$ cat src/rtl/ehc_pkg.sv
package ehc_pkg;
   typedef enum logic [3:0] {
      ST_RUN,      // normal service
      ST_RREF,     // backlog refresh during normal service
      ST_DRAIN,    // wait for running access to finish
      ST_PRE_OUT,  // precharge before surrender
      ST_REF_OUT,  // refresh before surrender
      ST_FLOAT,    // outputs released, acknowledge not yet given
      ST_HELD,     // bus lent out
      ST_RECLAIM,  // outputs back on
      ST_PRE_IN,   // precharge after return
      ST_REF_IN,   // refresh after return
      ST_REPLAY    // work off deferred refreshes
   } ehc_state_t;
endpackage

$ cat src/rtl/ehc_sync.sv
module ehc_sync #(
   parameter int STAGES  = 2,
   parameter bit RST_VAL = 1'b1
) (
   input  logic clk,
   input  logic rst_n,
   input  logic d,
   output logic q
);
   if (STAGES < 2) begin : g_bad_stages
      $error("ehc_sync: STAGES must be at least 2");
   end

   logic [STAGES-1:0] ff;

   for (genvar i = 0; i < STAGES; i++) begin : g_stage
      if (i == 0) begin : g_first
         always_ff @(posedge clk or negedge rst_n)
            if (!rst_n) ff[0] <= RST_VAL;
            else        ff[0] <= d;
      end else begin : g_next
         always_ff @(posedge clk or negedge rst_n)
            if (!rst_n) ff[i] <= RST_VAL;
            else        ff[i] <= ff[i-1];
      end
   end

   assign q = ff[STAGES-1];
endmodule

$ cat src/rtl/ehc_backlog.sv
module ehc_backlog #(
   parameter int MAX = 7,
   parameter int W   = 3
) (
   input  logic         clk,
   input  logic         rst_n,
   input  logic         inc,
   input  logic         dec,
   output logic [W-1:0] cnt,
   output logic         zero
);
   if (MAX < 1 || MAX >= (1 << W)) begin : g_bad_max
      $error("ehc_backlog: MAX does not fit in W bits");
   end

   localparam logic [W-1:0] TOP = W'(MAX);

   always_ff @(posedge clk or negedge rst_n) begin
      if (!rst_n) begin
         cnt <= '0;
      end else begin
         unique case ({inc, dec})
            2'b10:   if (cnt != TOP) cnt <= cnt + 1'b1;
            2'b01:   if (cnt != '0)  cnt <= cnt - 1'b1;
            default: cnt <= cnt;
         endcase
      end
   end

   assign zero = (cnt == '0);
endmodule

$ cat src/rtl/ehc_seq.sv
module ehc_seq
   import ehc_pkg::*;
(
   input  logic       clk,
   input  logic       rst_n,
   input  logic       hold_seen,
   input  logic       hold_disable,
   input  logic       sdram_en,
   input  logic       acc_busy,
   input  logic       pre_done,
   input  logic       ref_done,
   input  logic       backlog_zero,
   output ehc_state_t st
);
   ehc_state_t nxt;
   logic       take;

   assign take = hold_seen && !hold_disable;

   always_comb begin
      nxt = st;
      unique case (st)
         ST_RUN:
            if (take)                                     nxt = ST_DRAIN;
            else if (sdram_en && !backlog_zero && !acc_busy) nxt = ST_RREF;
         ST_RREF:    if (ref_done)  nxt = ST_RUN;
         ST_DRAIN:   if (!acc_busy) nxt = sdram_en ? ST_PRE_OUT : ST_FLOAT;
         ST_PRE_OUT: if (pre_done)  nxt = ST_REF_OUT;
         ST_REF_OUT: if (ref_done)  nxt = ST_FLOAT;
         ST_FLOAT:                  nxt = ST_HELD;
         ST_HELD:    if (!hold_seen) nxt = ST_RECLAIM;
         ST_RECLAIM:                nxt = sdram_en ? ST_PRE_IN : ST_REPLAY;
         ST_PRE_IN:  if (pre_done)  nxt = ST_REF_IN;
         ST_REF_IN:  if (ref_done)  nxt = ST_REPLAY;
         ST_REPLAY:  if (backlog_zero) nxt = ST_RUN;
         default:                   nxt = ST_RUN;
      endcase
   end

   always_ff @(posedge clk or negedge rst_n)
      if (!rst_n) st <= ST_RUN;
      else        st <= nxt;
endmodule

$ cat src/rtl/ext_hold_ctrl.sv
module ext_hold_ctrl
   import ehc_pkg::*;
#(
   parameter int SYNC_STAGES   = 2,
   parameter int DEFER_MAX     = 7,
   parameter bit SDRAM_SUPPORT = 1'b1,
   localparam int CNT_W        = $clog2(DEFER_MAX + 1)
) (
   input  logic             clk,
   input  logic             rst_n,
   input  logic             hold_req_n,
   output logic             hold_ack_n,
   input  logic             hold_disable,
   input  logic             sdram_cfg,
   input  logic             acc_pending,
   input  logic             acc_busy,
   output logic             acc_grant,
   output logic             bus_req,
   output logic             pre_req,
   input  logic             pre_done,
   output logic             ref_req,
   input  logic             ref_done,
   input  logic             refresh_tick,
   output logic             bus_oe,
   output logic             clk_oe,
   output logic [CNT_W-1:0] pend_cnt
);
   if (DEFER_MAX < 1) begin : g_bad_defer
      $error("ext_hold_ctrl: DEFER_MAX must be at least 1");
   end

   logic       req_sync_n;
   logic       hold_seen;
   logic       sdram_en;
   logic       backlog_zero;
   logic       backlog_dec;
   ehc_state_t st;

   ehc_sync #(.STAGES(SYNC_STAGES), .RST_VAL(1'b1)) u_sync (
      .clk(clk), .rst_n(rst_n), .d(hold_req_n), .q(req_sync_n)
   );
   assign hold_seen = !req_sync_n;

   if (SDRAM_SUPPORT) begin : g_sdram
      assign sdram_en = sdram_cfg;
   end else begin : g_nosdram
      logic unused_cfg;
      assign unused_cfg = sdram_cfg;
      assign sdram_en   = 1'b0;
   end

   ehc_seq u_seq (
      .clk(clk), .rst_n(rst_n), .hold_seen(hold_seen),
      .hold_disable(hold_disable), .sdram_en(sdram_en),
      .acc_busy(acc_busy), .pre_done(pre_done), .ref_done(ref_done),
      .backlog_zero(backlog_zero), .st(st)
   );

   assign backlog_dec = ref_done && (st == ST_RREF || st == ST_REPLAY);

   ehc_backlog #(.MAX(DEFER_MAX), .W(CNT_W)) u_backlog (
      .clk(clk), .rst_n(rst_n),
      .inc(refresh_tick && sdram_en), .dec(backlog_dec),
      .cnt(pend_cnt), .zero(backlog_zero)
   );

   assign hold_ack_n = (st != ST_HELD);
   assign bus_oe     = !(st == ST_FLOAT || st == ST_HELD);
   assign clk_oe     = 1'b1;
   assign pre_req    = (st == ST_PRE_OUT) || (st == ST_PRE_IN);
   assign ref_req    = (st == ST_REF_OUT) || (st == ST_REF_IN) || (st == ST_RREF)
                    || (st == ST_REPLAY && !backlog_zero);
   assign acc_grant  = (st == ST_RUN) && !(hold_seen && !hold_disable)
                    && !(sdram_en && !backlog_zero && !acc_busy);
   assign bus_req    = acc_pending || acc_busy;
endmodule

$ cat config.mk
export PLATFORM = sky130hd
export DESIGN_NAME = ext_hold_ctrl
export DESIGN_NICKNAME = d
export VERILOG_FILES = /design/src/rtl/ehc_pkg.sv /design/src/rtl/ehc_sync.sv /design/src/rtl/ehc_backlog.sv /design/src/rtl/ehc_seq.sv /design/src/rtl/ext_hold_ctrl.sv
export SDC_FILE = /design/constraint.sdc
export NUM_CORES = 1
export LEC_CHECK = 0
export ABC_AREA = 1
export BUFFER_PORTS_ARGS = -buffer_cell sky130_fd_sc_hd__buf_4
export CORE_AREA = 10 10 58 60
export DETAILED_ROUTE_END_ITERATION = 10
export DIE_AREA = 0 0 68 70
export HOLD_SLACK_MARGIN = 0.03
export PLACE_DENSITY = 0.57
export SLEW_MARGIN = 20
export SYNTH_ARGS = -nofsm -noshare
export SYNTH_HDL_FRONTEND = slang
export SYNTH_SLANG_ARGS = --single-unit
export TNS_END_PERCENT = 10
$ cat constraint.sdc
create_clock -name clk -period 1.9 [get_ports clk]
set_clock_uncertainty 0.1 [all_clocks]
set_input_delay 0.38 -clock clk [delete_from_list [all_inputs] [get_ports clk]]
set_output_delay 0.38 -clock clk [all_outputs]
set_load 0.05 [all_outputs]
==> key figures <==
Run status
  – Outcome: finished, violations left
  – Failing checks: negative setup slack

Synthesis
  – Ranking of synthesized cells by area: dfrtp_1 22%, nand2_1 15%, inv_1 8.1%
  – Sequential share of the synthesized area: 28.9%
  – Most common cell in the netlist: nand2_1
  – Post-Synthesis Cells: 112
  – Synth top cells by count: 32 x nand2_1, 17 x inv_1, 12 x nand3_1
  – EDFF count, synth: 0
  – Async set-reset flop share out of synthesis: 100%
  – Synth unique cells: 24
  – Mapped Avg Cell Area: 7.04 sq um
  – Synth warn: 0
  – Post-Syn Nets: approximately 130
  – Prevailing post-synth register cell: dfrtp_1
  – #FFs+latches synth: 9
  – Cell type with the largest total area after synthesis: dfrtp_1
  – Cell area after synthesis: between 700 and 800 sq um
  – Synth top area share: approximately 22%

Layout
  – Cell area after layout: 1200 sq um
  – Final core utilization: 51.2%
  – Antenna cell count: 0
  – Filler cells: about 250
  – Register area: between 200 and 250 sq um
  – Share of cells above drive strength 1: 47.0%
  – Layout area overhead: 52.1%
  – Final std cells w/o fill: 181
  – Final-stage net count: about 170
  – Multi-input gate area: 543 sq um

Timing
  – Fin. max-slew vios: 0
  – Fin crit period: around 2 ns
  – Tcrit/Tclk final: 106%
  – Final setup violation count: 5
  – Worst setup margin: -0.108 ns
  – Final hold vios: 0
  – Highest clock rate: 498 MHz
  – Unrepaired setup endpoints after global routing: yes

Pwr
  – Switching share of total power: roughly 53%
  – VDD IR-drop max: 0.000944 V
  – Pwr Total: 2.25 mW
  – Cell Int Power: 1.04 mW
  – PwrDens: 1870 nW/um^2
  – Lkg Pwr: 0.634 nW
  – Psw: 1.20 mW
  – Clock power share: 6.1%
  – Seq pwr share: around 16%
  – Combinational share of power: 77.9%

Floorplan
  – Die Footprint: 4760 sq um
  – Starting density of the core: about a third
  – Die Wd: 68 microns
  – Die Y-Extent: 70 microns
  – Cell row count: 18
  – Boundary Pins: 20
  – Core area: around 2300 sq um

Drt
  – Vias: 828
  – Vias per cell: 4.57
  – Initial drt markers: 42
  – Routed Antenna Nets: 0
  – WL/cell: 11.7 microns
  – Remaining routing DRC violations: 0
  – Routed wire length: 2.12 mm
  – Pre-antenna DRT Iters: 4

Placement
  – HPWL after DPL: 1.71 mm
  – Pre-CTS WS: -0.210 ns
  – PortBufs: 18
  – DP Area: ~1100 sq um
  – GP Congestion: 0.829
  – Post-Place Cells: 172

Worst setup path
  – CP Cell Sequence: nor2_2 > nand2_1 > o21ai_1 > nand2_1 > inv_1 > ha_2 > inv_2 > fa_2 > xor2_2 > o21ai_1 > nand2_1
  – Delay of the slowest critical-path stage: 0.43 ns
  – Crit path max-delay family: adder cells
  – Worst Path Buf+Inv: 2
  – Crit path kind: reg -> reg
  – Required @ worst endpoint: 1.94 ns
  – CP Depth: 11
  – Nature of the critical path endpoint: flop
  – Crit Path Max Fanout: 4
  – Setup crit start kind: flop
  – Reg2reg path depth: 11
  – Critical-path top delay cell: dfrtp_1
  – Arrival time worst endpoint: 2.04 ns
  – Crit path top cell by count: nand2_1

Global route
  – Antenna violations before repair: 0
  – Overflow after GRT: 0
  – Gr usage total: 9.14%
  – Vias in the first global route: 841
  – Pin count of the biggest net entering global routing: 10
  – First-pass GRT wire length: 3.57 mm

Clocking
  – Clock latency on the worst-skew pair: 0.25 ns
  – Root Driver: clkbuf_4
  – CTS H-tree depth: 1
  – CTS buffer count: 3
  – CTS tree: yes
  – Clock transition at the registers of the reported paths: roughly 0.06 ns
  – Bufs on Longest Clock Path: 2
  – Clk sinks: 9

Worst hold path
  – Hold Path Class: in -> reg
  – Hold Path Depth: 1

Flow run
  – Max Cap Violations: 0
registers in the layout, summed over array words and instances, names as in the netlist:
name,cells
u_seq.st,4
u_backlog.cnt,3
u_sync.ff,1
u_sync.q,1
per-stage QoR:
step	hold slack [ns]	TNS (ns)
floorplan	-0.0156	-0.166
global placement	0.107	-0.105
detailed placement	0.105	-0.210
CTS	0.123	-0.224
global route	0.115	-0.880
finish	0.136	-0.318
power groups by stage:
stage / clock network [mW] / registers, mW / logic (mW)
after floorplan: 0 / 0.471 / 0.881
after global placement: 0 / 0.345 / 1.50
after detailed placement: 0 / 0.347 / 1.50
after CTS: 0.148 / 0.349 / 1.59
after global routing: 0.160 / 0.372 / 1.90
final: 0.137 / 0.360 / 1.75
routing by layer:
layer / wire length [microns] / up-vias / global-route usage (%)
met1: 888 / 385 / 10.7
met3: 70 / 2 / 1.91
met2: 1130 / 17 / 15.6
met5: 0 / - / 0
met4: 29 / 0 / 3.13
li1: - / 424 / -
worst paths after layout:
path,from,to,slack [ns]
min in group asynchronous,rst_n,u_seq.st[3]$_DFFE_PN0P_,0.38
max reg2reg,u_seq.st[2]$_DFFE_PN0P_,u_backlog.cnt[2]$_DFFE_PN0P_,-0.11
max,u_seq.st[2]$_DFFE_PN0P_,u_backlog.cnt[2]$_DFFE_PN0P_,-0.11
max in group asynchronous,rst_n,u_sync.ff[0]$_DFF_PN1_,1.10
min,hold_req_n,u_sync.ff[0]$_DFF_PN1_,0.14
min reg2reg,u_sync.ff[0]$_DFF_PN1_,u_sync.q$_DFF_PN1_,0.25
layout make-up:
type                       instances  area share (%)
sequential                         9            19.1
clock buffer                       4            2.19
timing repair buffer              36            24.6
inverter                          18            5.64
tap                               30            3.13
multi-input combinational         84            45.3
cell families after synthesis:
logic type	Yosys count	synth area share [%]
DFF	9	28.9
buffers and inverters	19	9.52
AOI/OAI and AO/OA	9	8.09
and+or+nand+nor	69	45.1
adders and majority gates	3	5.71
xor gates and xnor gates	2	2.22
other	1	0.476
what timing repair did:
item / CTS / global route
setup buffers: 1 / 3
pin swaps: 5 / 16
hold buffers: 1 / 0
endpoints found under the hold margin: 9 / 0
setup endpoints to repair: 5 / 7
gates resized for setup: 12 / 13
layout by cell type (no fill, tap or decap), drive strengths merged:
master and instances:
buf 35, dfstp 2, inv 18, a21oi 2, o21ai 6, nand3 15, ha 2, nand2 36
clkbuf 4, nand4 2, fa 1, nor2 15, conb 1, dfrtp 7, dlygate4sd3 1, o211ai 1
xor2 2, or2 1
No activity file was read; power rests on OpenSTA's default activity.
